$ cat src/rtl/tidcsr_pkg.sv
package tidcsr_pkg;
  localparam logic [11:0] ADDR_TID_SUP  = 12'h580;
  localparam logic [11:0] ADDR_TID_USER = 12'hC80;

  typedef enum logic [1:0] {
    PRIV_USER = 2'b00,
    PRIV_SUP  = 2'b01,
    PRIV_HYP  = 2'b10,
    PRIV_MACH = 2'b11
  } priv_e;

  typedef struct packed {
    logic wr_en;
    logic rd_sel;
    logic illegal;
    logic not_mine;
  } acc_dec_t;
endpackage

$ cat src/rtl/tidcsr_rst_sync.sv
module tidcsr_rst_sync #(
  parameter int STAGES = 2
) (
  input  logic clk,
  input  logic rst_n,
  output logic srst_n
);
  logic [STAGES-1:0] chain_q;

  always_ff @(posedge clk or negedge rst_n) begin
    if (!rst_n) chain_q <= '0;
    else        chain_q <= {chain_q[STAGES-2:0], 1'b1};
  end

  assign srst_n = chain_q[STAGES-1];
endmodule

$ cat src/rtl/tidcsr_decode.sv
module tidcsr_decode
  import tidcsr_pkg::*;
(
  input  logic       clk,
  input  logic       srst_n,
  input  logic       acc_valid,
  input  logic [11:0] acc_addr,
  input  logic       acc_we,
  input  logic [1:0] acc_priv,
  input  logic       perm,
  output acc_dec_t   dec
);
  logic hit_sup, hit_user, priv_ok, sup_ok;

  always_comb begin
    hit_sup  = acc_valid && (acc_addr == ADDR_TID_SUP);
    hit_user = acc_valid && (acc_addr == ADDR_TID_USER);
    priv_ok  = (acc_priv != PRIV_USER);
    sup_ok   = priv_ok && perm;
    dec.wr_en    = hit_sup && sup_ok && acc_we;
    dec.rd_sel   = (hit_sup && sup_ok) || (hit_user && !acc_we);
    dec.illegal  = (hit_sup && !sup_ok) || (hit_user && acc_we);
    dec.not_mine = acc_valid && !hit_sup && !hit_user;
  end


  flags_excl_chk: assert property (@(posedge clk) disable iff (!srst_n)
    dec.not_mine |-> !dec.illegal && !dec.wr_en);

  illegal_nowrite_chk: assert property (@(posedge clk) disable iff (!srst_n)
    dec.illegal |-> !dec.wr_en && !dec.rd_sel);

  idle_quiet_chk: assert property (@(posedge clk) disable iff (!srst_n)
    !acc_valid |-> (dec == '0));
endmodule

$ cat src/rtl/tidcsr_store.sv
module tidcsr_store #(
  parameter int DATA_W = 32
) (
  input  logic              clk,
  input  logic              srst_n,
  input  logic              wr_en,
  input  logic [DATA_W-1:0] wdata,
  input  logic              wtag,
  output logic [DATA_W-1:0] data_q,
  output logic              tag_q
);
  logic [DATA_W-1:0] data_d;
  logic              tag_d;

  always_comb begin
    data_d = data_q;
    tag_d  = tag_q;
    if (wr_en) begin
      data_d = wdata;
      tag_d  = wtag;
    end
  end

  always_ff @(posedge clk or negedge srst_n) begin
    if (!srst_n) begin
      data_q <= '0;
      tag_q  <= 1'b0;
    end else begin
      data_q <= data_d;
      tag_q  <= tag_d;
    end
  end


  hold_when_idle_chk: assert property (@(posedge clk) disable iff (!srst_n)
    !wr_en |=> $stable(data_q) && $stable(tag_q));

  write_lands_chk: assert property (@(posedge clk) disable iff (!srst_n)
    wr_en |=> (data_q == $past(wdata)));
endmodule

$ cat src/rtl/tidcsr_unit.sv
module tidcsr_unit
  import tidcsr_pkg::*;
#(
  parameter int XLEN        = 32,
  parameter int CLEN        = 64,
  parameter bit CAP_VARIANT = 1'b1,
  localparam int DATA_W     = CAP_VARIANT ? CLEN : XLEN
) (
  input  logic              clk,
  input  logic              rst_n,
  input  logic              acc_valid,
  input  logic [11:0]       acc_addr,
  input  logic              acc_we,
  input  logic [DATA_W-1:0] acc_wdata,
  input  logic              acc_wtag,
  input  logic [1:0]        acc_priv,
  input  logic              pcc_sysreg_perm,
  output logic [DATA_W-1:0] rd_data,
  output logic              rd_tag,
  output logic              acc_illegal,
  output logic              acc_not_mine
);
  logic              srst_n;
  acc_dec_t          dec;
  logic [DATA_W-1:0] tid_q;
  logic              tag_q;
  logic              tag_vis;

  tidcsr_rst_sync #(.STAGES(2)) u_rst (
    .clk(clk), .rst_n(rst_n), .srst_n(srst_n)
  );

  tidcsr_decode u_dec (
    .clk(clk), .srst_n(srst_n), .acc_valid(acc_valid), .acc_addr(acc_addr),
    .acc_we(acc_we), .acc_priv(acc_priv), .perm(pcc_sysreg_perm), .dec(dec)
  );

  tidcsr_store #(.DATA_W(DATA_W)) u_store (
    .clk(clk), .srst_n(srst_n), .wr_en(dec.wr_en), .wdata(acc_wdata),
    .wtag(acc_wtag), .data_q(tid_q), .tag_q(tag_q)
  );

  generate
    if (CAP_VARIANT) begin : g_cap
      assign tag_vis = tag_q;
    end else begin : g_plain
      assign tag_vis = 1'b0;
    end
  endgenerate

  always_comb begin
    rd_data      = dec.rd_sel ? tid_q : '0;
    rd_tag       = dec.rd_sel && tag_vis;
    acc_illegal  = dec.illegal;
    acc_not_mine = dec.not_mine;
  end


  reset_tag_clear_chk: assert property (@(posedge clk)
    !srst_n |-> !tag_q && (tid_q == '0));

  user_read_mirror_chk: assert property (@(posedge clk) disable iff (!srst_n)
    (acc_valid && acc_addr == ADDR_TID_USER && !acc_we) |-> (rd_data == tid_q) && !acc_illegal);
endmodule

$ cat config.mk
export PLATFORM = sky130hd
export DESIGN_NAME = tidcsr_unit
export DESIGN_NICKNAME = d
export VERILOG_FILES = /design/src/rtl/tidcsr_pkg.sv /design/src/rtl/tidcsr_rst_sync.sv /design/src/rtl/tidcsr_decode.sv /design/src/rtl/tidcsr_store.sv /design/src/rtl/tidcsr_unit.sv
export SDC_FILE = /design/constraint.sdc
export NUM_CORES = 1
export LEC_CHECK = 0
export BUFFER_PORTS_ARGS = -buffer_cell sky130_fd_sc_hd__buf_2
export CAP_MARGIN = 20
export CORE_ASPECT_RATIO = 1.2
export CORE_MARGIN = 5
export CORE_UTILIZATION = 42
export CTS_BUF_LIST = sky130_fd_sc_hd__clkbuf_16
export CTS_CLUSTER_DIAMETER = 150
export DETAILED_ROUTE_END_ITERATION = 8
export GPL_TIMING_DRIVEN = 0
export PLACE_DENSITY_LB_ADDON = 0.12
export SYNTH_ARGS = -nofsm -noshare
export SYNTH_HDL_FRONTEND = slang
export SYNTH_HIERARCHICAL = 1
export SYNTH_SLANG_ARGS = --single-unit
$ cat constraint.sdc
create_clock -name clk -period 2.1 [get_ports clk]
set_input_delay 0.315 -clock clk [delete_from_list [all_inputs] [get_ports clk]]
set_output_delay 0.315 -clock clk [all_outputs]
set_load 0.005 [all_outputs]
==> implementation parameters, run 1 <==
Parameter                              Value

Worst setup path
  Critical path start-end classification ... primary input to primary output
  Highest cell delay on the worst timing path ... 280 ps
  Buffers & Inverters on Critical Path ... 4
  Launching point of the worst reg2reg path ... u_rst/chain_q[1]
  Type of element launching the critical path ... primary input
  Cell chain of the critical path ... buf_2 > nor4_4 > nand4_1 > nor2_1 > buf_6 > buf_6 > and2_1 > buf_2
  CP max stage cell ... nor4_4
  Worst path top cell family by delay ... simple AND/OR/NAND/NOR gates
  Arrival time at the worst endpoint ... 1640 ps
  Crit path capture type ... primary output
  Data required time of the worst path ... 1780 ps
  Worst Setup SP ... acc_addr[1]
  Worst Path Max Fanout ... 10

Yosys
  Nets in the synthesized netlist ... 313
  Synthesized-area fraction occupied by ao, oa, aoi and oai cells ... 0.0111
  Yosys reg bits ... 67
  Post-Synth Simple-Gate Area ... 0.148
  Share of synthesized area spent on multiplexers ... 0.281
  Number of instances in the synthesized netlist ... 229
  Synthesized area per cell ... 14.3 sq um
  Count of warnings emitted by yosys ... 6
  Largest family of logic cells by synthesized area ... multiplexers
  Summed instance area of the synthesized netlist ... 0.00327 sq mm
  Fraction of the yosys area taken by sequential cells ... 0.513
  Adder-cell area share of the yosys netlist ... 0
  Fraction of synthesized cell area in xor and xnor cells ... 0
  Count of different cell masters after synthesis ... 18

Clocking
  Clock Tree Buf Depth ... 2
  Clock tree from TritonCTS ... yes
  Clock latency of the later-clocked register in the worst-skew pair ... 330 ps
  Number of hold buffers added after CTS ... 1
  CTS Buf Count ... 9
  Number of resized instances in the post-cts repair step ... 0
  Clock Pin Slew Worst Setup and Hold Paths ... 60 ps
  CTS Root Buffer Type ... clkbuf_16
  Buffer count from post-CTS setup fixing ... 0
  CTS sink count ... 67
  Count of H-tree levels built during CTS ... 3

Die
  Top Ports ... 151
  Number of placement rows ... 35
  Y dimension of the die ... 107 um
  Total core area ... 0.00762 sq mm
  DIE AREA ... 0.00966 sq mm
  Starting Density ... 0.429
  Die Wd ... 90.6 um

Pwr
  Internal power ... 2.15 mW
  Net Switching ... 0.610 mW
  Sw frac ... 0.221
  Fraction of power consumed by the clock network ... 0.487
  Share of power burned in combinational logic ... 0.035
  Maximum vdd drop ... 0.396 mV
  Leakage component of the power ... 2.47 nW
  Sequential Power Share ... 0.477
  Total power density per cell area ... 625 mW/mm^2

STA
  Setup Total Neg Slack ... 0 ps
  Final clock skew ... 6.69 ps
  Transition time at the pin with the least slew margin ... 823 ps
  FMAX ... 512 MHz
  Tightest hold margin ... 213 ps
  Min Clock Period, post-route ... 1950 ps
  Max-slew headroom ... 0.451
  Final hold violations ... 0
  Setup repair after global routing missed its margin ... no
  Total setup violations reported at the end of the flow ... 0
  Number of pins exceeding their max-slew limit in the final report ... 0
  Share of the clock period used by the worst path after layout ... 0.930
  Final setup margin ... 146 ps

Hold path
  Type of the worst min-delay path ... primary input to flop
  Min-Delay Startpoint ... acc_wdata[34]

Detailed routing
  Average detailed-routed wire length per instance ... 15.0 um
  First drt pass iteration count ... 4
  Number of remaining DRC errors ... 0
  Via count ... 2298
  Via/cell ratio ... 4.71
  Initial DRC Count ... 53
  Number of antenna-violating nets in the routed design ... 0
  Total wire length after detailed routing ... 7330 um

Final layout
  Commonest non-fill, non-tap cell in the layout ... buf_2
  Highest-count cells in the layout ignoring fill and taps ... buf_2, and2_1, dfrtp_1
  Final design instance area without fill ... 0.00442 sq mm
  Share of cells above drive strength 1 ... 0.624
  Diode count ... 0
  Layout Nets ... 475
  Area added between synthesis and finish ... 35.1%

Place
  Port-buffer cells ... 150
  Cell area after placement ... 0.00414 sq mm
  Final GP Congestion ... 0.712
  Pre-CTS setup slack ... 123 ps
  HPWL after DPL ... 5330 um

Global route
  Largest net degree at the start of global routing ... 66
  Overall track demand over capacity in global routing ... 0.154
  Vias in the first global route ... 2459
  Antenna violations before repair ... 0
  Total congestion overflow ... 0
  Wire length of the first global-routing pass ... 11900 um

Status
  Result of the run ... completed

Job
  Max-cap violations ... 0
==> layout make-up <==
class / instances / area (sq um)
timing repair buffer: 151 / 761
fill: 674 / 3200
sequential: 67 / 1680
clock buffer: 9 / 225
clock inverter: 7 / 43.8
tap: 92 / 115
buffer: 14 / 145
multi-input combinational: 147 / 1450
inverter: 1 / 3.75
==> per-stage QoR <==
stage | std cells | utilization | power (mW)
floorplan | 229 | - | 1.35
global placement | 471 | 0.543 | 1.44
detailed placement | 471 | 0.543 | 1.44
CTS | 488 | 0.580 | 2.80
global route | 488 | 0.580 | 2.87
finish | 488 | 0.580 | 2.76
==> synth_stat cells <==
cell type / n / share of area
o21a_1: 1 / 0.0023
inv_1: 1 / 0.0011
buf_2: 2 / 0.0031
and2_1: 66 / 0.13
o2111ai_1: 1 / 0.0027
conb_1: 1 / 0.0011
mux2_4: 50 / 0.23
buf_6: 12 / 0.041
mux2_2: 15 / 0.052
nor2b_1: 2 / 0.0038
and4bb_2: 1 / 0.0038
nand4_1: 1 / 0.0019
a22oi_1: 2 / 0.0046
nor2_1: 4 / 0.0046
nand3_1: 1 / 0.0015
nor4_4: 1 / 0.0065
o21ai_0: 1 / 0.0015
dfrtp_1: 67 / 0.51
==> registers in the layout, indices dropped and copies added (netlist names) <==
signal          cells
u_rst/chain_q       2
u_store/tag_q       1
u_store/data_q     64
==> power by group through the flow <==
stage / combinational, mW / clock (mW) / sequential (mW)
after CTS: 0.0982 / 1.39 / 1.32
after detailed placement: 0.0960 / 0 / 1.34
after floorplan: 0.0147 / 0 / 1.34
after global routing: 0.109 / 1.44 / 1.32
after global placement: 0.0937 / 0 / 1.34
final: 0.0972 / 1.35 / 1.32
==> worst paths after layout <==
check,end,slack (ps),cells after the start
hold / removal,u_store/data_q[34],210,2
hold reg to reg,u_rst/chain_q[1],350,0
max in group asynchronous,u_store/data_q[44],1130,0
min in group asynchronous,u_rst/chain_q[1],320,2
setup reg to reg,u_store/data_q[44],1130,0
setup / recovery,rd_data[44],150,8
==> kinds of logic (layout without fill, tap and decap cells) <==
family,Yosys count,in the layout
AOI/OAI and AO/OA,5,5
buffers and inverters,15,182
DFF,67,67
muxes,65,65
other,1,1
and+or+nand+nor,76,76
==> per-layer routing <==
metal | track usage | routed length, um | up-vias
met5 | 0 | 0 | -
met4 | 0.0777 | 177 | 0
met3 | 0.0456 | 606 | 13
met2 | 0.252 | 3610 | 91
met1 | 0.182 | 2940 | 1106
li1 | - | - | 1088
(Power assumes the default switching activity.)
==> inputs of run 2 (changes only) <==
ABC_AREA = 1   (was unset)
TNS_END_PERCENT = 100   (was unset)
==> run 2 against run 1 <==
- critical path depth increased by 3
- count of clock-buffer cells in the layout unchanged
- sequential share of layout area unchanged
- synthesized cell count increased by 94%
- global-route usage increased by 1.4 points
- sequential power about the same
- die area decreased by 1.1%
- largest power group unchanged
- critical path type unchanged
- clock skew decreased by 0.98 ps
- setup slack improved by 87 ps
- flip-flop and latch count unchanged
- area after synthesis decreased by 1.3%
==> implementation parameters, run 2 <==
Parameter                              Value

Worst setup path
  Most common cell type on the critical path ... nand2_1
  Worst Path Max Fanout ... 10 (unchanged)
  Data required time of the worst path ... 1780 ps (about the same)
  Arrival time at the worst endpoint ... 1550 ps (was 1640 ps)
  Type of element launching the critical path ... primary input (unchanged)
  Buffers & Inverters on Critical Path ... 6 (was 4)
  Crit path capture type ... primary output (unchanged)
  Cell chain of the critical path ... buf_2 > inv_1 > nand2_1 > nor2_1 > nand4_2 > nand2_1 > buf_4 > buf_6 > nand2_1 > inv_1 > buf_2 (was buf_2 > nor4_4 > nand4_1 > nor2_1 > buf_6 > buf_6 > and2_1 > buf_2)
  Critical path start-end classification ... primary input to primary output (unchanged)
  Worst path top cell family by delay ... buffers and inverters (was simple AND/OR/NAND/NOR gates)
  CP max stage cell ... nor2_1 (was nor4_4)
  Highest cell delay on the worst timing path ... 220 ps (was 280 ps)

Die
  DIE AREA ... 0.00955 sq mm (was 0.00966 sq mm)
  Top Ports ... 151 (unchanged)
  Die Wd ... 90.0 um (was 90.6 um)
  Number of placement rows ... 35 (unchanged)
  Starting Density ... 0.426 (was 0.429)
  Y dimension of the die ... 106 um (was 107 um)
  Total core area ... 0.00758 sq mm (was 0.00762 sq mm)

Final layout
  Highest-count cells in the layout ignoring fill and taps ... nand2_1, buf_2, inv_1 (was buf_2, and2_1, dfrtp_1)
  Layout Nets ... 690 (was 475)
  FILL cells ... 757 (was 674)
  Diode count ... 0 (unchanged)
  Area added between synthesis and finish ... 36.8% (was 35.1%)
  Share of cells above drive strength 1 ... 0.314 (was 0.624)
  Flip-flop count of the largest register, all copies and words added ... 64 (unchanged)
  Multi-input gate area in the final layout ... 0.00111 sq mm (was 0.00145 sq mm)
  Top Registers ... u_store/data_q x64, u_rst/chain_q x2, u_store/tag_q x1 (unchanged)
  Register ranked first by flip-flop count ... u_store/data_q (unchanged)
  Commonest non-fill, non-tap cell in the layout ... nand2_1 (was buf_2)
  Register Area ... 0.00168 sq mm (unchanged)

Clocking
  Clock Pin Slew Worst Setup and Hold Paths ... 50 ps (was 60 ps)
  Number of hold buffers added after CTS ... 1 (unchanged)
  Number of resized instances in the post-cts repair step ... 0 (unchanged)
  CTS sink count ... 67 (unchanged)
  Clock Tree Buf Depth ... 2 (unchanged)
  CTS Root Buffer Type ... clkbuf_16 (unchanged)
  Clock tree from TritonCTS ... yes (unchanged)
  CTS Buf Count ... 9 (unchanged)
  Clock latency of the later-clocked register in the worst-skew pair ... 320 ps (was 330 ps)
  Count of H-tree levels built during CTS ... 3 (unchanged)
  Buffer count from post-CTS setup fixing ... 0 (unchanged)

Detailed routing
  Average detailed-routed wire length per instance ... 11.1 um (was 15.0 um)
  Via count ... 3005 (was 2298)
  Via/cell ratio ... 4.27 (was 4.71)
  Total wire length after detailed routing ... 7820 um (was 7330 um)
  Number of antenna-violating nets in the routed design ... 0 (unchanged)
  Initial DRC Count ... 119 (was 53)
  First drt pass iteration count ... 4 (unchanged)
  Number of remaining DRC errors ... 0 (unchanged)

Place
  Port-buffer cells ... 150 (unchanged)
  Final GP Congestion ... 0.741 (was 0.712)
  HPWL after DPL ... 5810 um (was 5330 um)

STA
  Transition time at the pin with the least slew margin ... 834 ps (was 823 ps)
  Number of pins exceeding their max-slew limit in the final report ... 0 (unchanged)
  Final hold violations ... 0 (unchanged)
  Tightest hold margin ... 197 ps (was 213 ps)
  Share of the clock period used by the worst path after layout ... 0.889 (was 0.930)
  FMAX ... 535 MHz (was 512 MHz)
  Min Clock Period, post-route ... 1870 ps (was 1950 ps)
  Total setup violations reported at the end of the flow ... 0 (unchanged)
  Final clock skew ... 5.71 ps (was 6.69 ps)
  Setup repair after global routing missed its margin ... no (unchanged)
  Max-slew headroom ... 0.444 (was 0.451)

Global route
  Antenna violations before repair ... 1 (was 0)
  Wire length of the first global-routing pass ... 13300 um (was 11900 um)
  Largest net degree at the start of global routing ... 66 (unchanged)
  Vias in the first global route ... 2967 (was 2459)
  Total congestion overflow ... 0 (unchanged)
  Overall track demand over capacity in global routing ... 0.168 (was 0.154)

Pwr
  Leakage component of the power ... 3.20 nW (was 2.47 nW)
  Maximum vdd drop ... 0.484 mV (was 0.396 mV)
  Sum of internal, switching and leakage power ... 2.95 mW (was 2.76 mW)
  Fraction of power consumed by the clock network ... 0.521 (was 0.487)
  Internal power ... 2.38 mW (was 2.15 mW)
  Total power density per cell area ... 667 mW/mm^2 (was 625 mW/mm^2)
  Net Switching ... 0.566 mW (was 0.610 mW)
  Sequential Power Share ... 0.448 (was 0.477)
  Share of power burned in combinational logic ... 0.031 (was 0.035)
  Sw frac ... 0.192 (was 0.221)

Yosys
  Fraction of the yosys area taken by sequential cells ... 0.519 (was 0.513)
  Summed instance area of the synthesized netlist ... 0.00323 sq mm (was 0.00327 sq mm)
  Largest family of logic cells by synthesized area ... simple AND/OR/NAND/NOR gates (was multiplexers)
  Cell types with the largest area share after synthesis ... dfrtp_1, nand2_1, inv_1, buf_6, buf_2 (was dfrtp_1, mux2_4, and2_1, mux2_2, buf_6)
  List of most frequent post-synthesis cells ... nand2_1, inv_1, dfrtp_1, buf_6, buf_2 (was dfrtp_1, and2_1, mux2_4, mux2_2, buf_6)
  Yosys reg bits ... 67 (unchanged)
  Number of instances in the synthesized netlist ... 444 (was 229)
  Synthesized area per cell ... 7.27 sq um (was 14.3 sq um)
  Adder-cell area share of the yosys netlist ... 0 (unchanged)
  Fraction of synthesized cell area in xor and xnor cells ... 0 (unchanged)
  Primary FF master, synth ... dfrtp_1 (unchanged)
  Count of different cell masters after synthesis ... 17 (was 18)
  Leading cell type by number of instances after synthesis ... nand2_1 (was dfrtp_1)
  Synth area leader ... dfrtp_1 (unchanged)
  Synthesized-area fraction occupied by ao, oa, aoi and oai cells ... 0.00155 (was 0.0111)
  Synth async-reset ratio ... 1.00 (unchanged)
  Share of synthesized area spent on multiplexers ... 0 (was 0.281)
  Nets in the synthesized netlist ... 528 (was 313)
  Count of warnings emitted by yosys ... 6 (unchanged)
  Post-Synth Simple-Gate Area ... 0.340 (was 0.148)
  Post-synth EDFFs ... 0 (unchanged)
  Area share of the largest cell type after synthesis ... 0.519 (was 0.513)

Status
  Result of the run ... completed (unchanged)

Hold path
  Type of the worst min-delay path ... primary input to flop (unchanged)

Job
  Max-cap violations ... 0 (unchanged)
-- run 2: area by class of cell --
type | count | share of cell area
Buffer | 21 | 0.0405
Clock buffer | 9 | 0.0510
Clock inverter | 7 | 0.0193
Inverter | 71 | 0.0603
Multi-Input combinational cell | 285 | 0.251
Sequential cell | 67 | 0.380
Tap cell | 92 | 0.0260
Timing Repair Buffer | 151 | 0.172
-- run 2: logic make-up (layout without fill, tap and decap cells) --
family,count (synthesis),after routing
buf+inv,92,259
compound gates,1,1
other cells,1,1
simple gates,283,283
flops,67,67
-- run 2: worst paths after layout --
path / from / to / slack, ps / cells after the start
max: acc_addr[9] / rd_data[25] / 230 / 11
min: acc_wdata[11] / u_store/data_q[11] / 200 / 3
max reg2reg: u_rst/chain_q[1] / u_store/data_q[35] / 1120 / 0
min reg2reg: u_rst/chain_q[0] / u_rst/chain_q[1] / 360 / 0
max in group asynchronous: u_rst/chain_q[1] / u_store/data_q[35] / 1120 / 0
min in group asynchronous: rst_n / u_rst/chain_q[1] / 320 / 2
-- run 2: tightest hold or removal path: cells and delay by family --
family,cells,cell delay (ps)
buffers and inverters,1,70
and+or+nand+nor,2,90
-- run 2: metal layers --
metal / global-route usage / part of all wire / up-vias
met5: 0 / 0.00090 / -
met4: 0.0617 / 0.012 / 2
met1: 0.202 / 0.41 / 1324
met2: 0.282 / 0.50 / 87
li1: - / - / 1583
met3: 0.0531 / 0.079 / 9
-- run 2: through the flow --
stage | TNS, ps | instance area [sq um] | worst slack [ps] | std cells | utilization
6_report | 0 | 4420 | 233 | 703 | 0.583
5_1_grt | 0 | 4420 | 77.2 | 703 | 0.583
4_1_cts | 0 | 4420 | 220 | 703 | 0.583
3_5_place_dp | 0 | 4100 | 220 | 686 | 0.541
3_3_place_gp | -49350 | 4100 | -762 | 686 | 0.541
2_1_floorplan | 0 | 3230 | 96.2 | 444 | -
-- run 2: power groups by stage --
| stage | combinational, mW | clock [mW] | sequential [mW] |
|---|---|---|---|
| after floorplan | 0.0106 | 0 | 1.34 |
| after global placement | 0.0914 | 0 | 1.34 |
| after detailed placement | 0.0918 | 0 | 1.35 |
| after CTS | 0.0938 | 1.58 | 1.32 |
| after global routing | 0.105 | 1.65 | 1.33 |
| final | 0.0925 | 1.53 | 1.32 |
==> inputs of run 3 (changes only) <==
CORE_UTILIZATION = 50   (was 42)
clock period = 2.25 ns   (was 2.1 ns; I/O delays follow)
==> run 3 against run 2 <==
- clock power shrank 14%
- die area fell by 14%
- power is 11% lower
- combinational power decreased by 6.4%
==> implementation parameters, run 3 (synthesis results as in run 2) <==
Parameter                              Value

Status
  Result of the run ... completed (unchanged)

STA
  Min Clock Period, post-route ... 1960 ps
  Setup repair after global routing missed its margin ... no (unchanged)
  FMAX ... 509 MHz
  Transition time at the pin with the least slew margin ... 823 ps (was 834 ps)
  Final clock skew ... 5.18 ps (was 5.71 ps)
  Total setup violations reported at the end of the flow ... 0 (unchanged)
  Final setup margin ... 285 ps (was 233 ps)
  Final hold violations ... 0 (unchanged)
  Share of the clock period used by the worst path after layout ... 0.873
  Setup Total Neg Slack ... 0 ps (unchanged)
  Number of pins exceeding their max-slew limit in the final report ... 0 (unchanged)
  Max-slew headroom ... 0.452 (was 0.444)

Final layout
  Layout Nets ... 690 (unchanged)
  Area added between synthesis and finish ... 35.8% (was 36.8%)
  Flip-flop count of the largest register, all copies and words added ... 64 (unchanged)
  Share of cells above drive strength 1 ... 0.314 (unchanged)
  Final design instance area without fill ... 0.00439 sq mm (was 0.00442 sq mm)
  Highest-count cells in the layout ignoring fill and taps ... nand2_1, buf_2, inv_1 (unchanged)
  Diode count ... 0 (unchanged)
  Top Registers ... u_store/data_q x64, u_rst/chain_q x2, u_store/tag_q x1 (unchanged)
  Register ranked first by flip-flop count ... u_store/data_q (unchanged)
  Commonest non-fill, non-tap cell in the layout ... nand2_1 (unchanged)

Worst setup path
  Worst Path Max Fanout ... 10 (unchanged)
  Cell chain of the critical path ... buf_2 > nor2_1 > nand2_1 > nor2_4 > nand4_2 > nand2_1 > buf_4 > buf_6 > nand2_1 > inv_1 > buf_2 (was buf_2 > inv_1 > nand2_1 > nor2_1 > nand4_2 > nand2_1 > buf_4 > buf_6 > nand2_1 > inv_1 > buf_2)
  Critical path start-end classification ... primary input to primary output (unchanged)
  Most common cell type on the critical path ... nand2_1 (unchanged)
  Worst path top cell family by delay ... simple AND/OR/NAND/NOR gates (was buffers and inverters)
  Data required time of the worst path ... 1910 ps (was 1780 ps)
  CP max stage cell ... buf_4 (was nor2_1)
  Crit path capture type ... primary output (unchanged)
  Highest cell delay on the worst timing path ... 200 ps (was 220 ps)
  Type of element launching the critical path ... primary input (unchanged)
  Arrival time at the worst endpoint ... 1630 ps (was 1550 ps)
  Buffers & Inverters on Critical Path ... 5 (was 6)

Detailed routing
  Total wire length after detailed routing ... 7900 um (was 7820 um)
  Initial DRC Count ... 177 (was 119)
  Via count ... 3097 (was 3005)
  Number of remaining DRC errors ... 0 (unchanged)
  Via/cell ratio ... 4.45 (was 4.27)
  Average detailed-routed wire length per instance ... 11.3 um (was 11.1 um)
  First drt pass iteration count ... 4 (unchanged)
  Number of antenna-violating nets in the routed design ... 0 (unchanged)

Clocking
  CTS Buf Count ... 9 (unchanged)
  Count of H-tree levels built during CTS ... 3 (unchanged)
  Clock tree from TritonCTS ... yes (unchanged)
  Clock Pin Slew Worst Setup and Hold Paths ... 60 ps (was 50 ps)
  Clock latency of the later-clocked register in the worst-skew pair ... 320 ps (about the same)
  Number of resized instances in the post-cts repair step ... 0 (unchanged)
  Clock Tree Buf Depth ... 2 (unchanged)
  CTS sink count ... 67 (unchanged)
  CTS Root Buffer Type ... clkbuf_16 (unchanged)

Place
  HPWL after DPL ... 5760 um (was 5810 um)
  Pre-CTS setup slack ... 322 ps (was 220 ps)
  Port-buffer cells ... 150 (unchanged)
  Final GP Congestion ... 0.809 (was 0.741)
  Cell area after placement ... 0.00409 sq mm (was 0.00410 sq mm)

Die
  DIE AREA ... 0.00817 sq mm (was 0.00955 sq mm)
  Die Wd ... 83.4 um (was 90.0 um)
  Total core area ... 0.00637 sq mm (was 0.00758 sq mm)
  Number of placement rows ... 32 (was 35)
  Top Ports ... 151 (unchanged)
  Y dimension of the die ... 98.0 um (was 106 um)
  Starting Density ... 0.507 (was 0.426)

Global route
  Wire length of the first global-routing pass ... 13200 um (was 13300 um)
  Largest net degree at the start of global routing ... 66 (unchanged)
  Antenna violations before repair ... 0 (was 1)
  Overall track demand over capacity in global routing ... 0.196 (was 0.168)
  Total congestion overflow ... 0 (unchanged)
  Vias in the first global route ... 3014 (was 2967)

Job
  Max-cap violations ... 0 (unchanged)

Pwr
  Sum of internal, switching and leakage power ... 2.64 mW (was 2.95 mW)
  Total power density per cell area ... 601 mW/mm^2 (was 667 mW/mm^2)
  Leakage component of the power ... 3.19 nW (was 3.20 nW)
  Maximum vdd drop ... 0.387 mV (was 0.484 mV)

Hold path
  Type of the worst min-delay path ... primary input to flop (unchanged)
[run 3: changes by cell type in the layout (fill, tap and decap cells not counted), sizes merged]
cell / change
clkinv: +2
inv: -1
bufinv: -1
[run 3: area by class of cell]
type,instances,area (sq um)
well taps,85,106
flip-flops and latches,67,1680
plain buffers,21,179
repair buffers,151,761
clock buffers,9,225
multi-input cells,285,1110
clock inverters,7,60.1
fillers,567,1980
inverters,71,267
[run 3: routing by layer]
layer  part of all wire  vias up  track usage
met5                  0        -            0
met4              0.018        0       0.0843
met3              0.077       14       0.0498
met2               0.51      109        0.353
met1               0.39     1394        0.219
li1                   -     1580            -
[run 3: path summary, 6_finish.rpt]
kind / to / slack (ps) / from / cells past startpoint
max: rd_data[23] / 290 / acc_addr[1] / 11
min: u_store/data_q[12] / 210 / acc_wdata[12] / 3
max reg2reg: u_store/data_q[50] / 1280 / u_rst/chain_q[1] / 0
min reg2reg: u_rst/chain_q[1] / 360 / u_rst/chain_q[0] / 0
max in group asynchronous: u_store/data_q[50] / 1280 / u_rst/chain_q[1] / 0
min in group asynchronous: u_rst/chain_q[0] / 330 / rst_n / 2
[run 3: report_power, final]
group	leakage, nW	total (mW)	internal, mW	switching, mW
registers	0.931	1.23	1.21	0.0223
clock network	0.144	1.32	0.842	0.475
logic	2.11	0.0866	0.0555	0.0311
[run 3: through the flow]
step	hold WS, ps	instances	util
CTS	204	696	0.689
global route	216	696	0.689
floorplan	41.9	444	-
detailed placement	126	679	0.642
finish	214	696	0.689
global placement	123	679	0.642
[run 3: worst min-delay path, delay by kind of cell]
kind                   cells  cell delay, ps
buffers and inverters      1              70
and+or+nand+nor            2              90
[run 3: timing repair]
| item | in CTS | in global routing |
|---|---|---|
| endpoints found under the setup margin | 0 | 0 |
| buffers inserted | 0 | 0 |
| hold endpoints to repair | 2 | 0 |
| hold buffers | 1 | 0 |
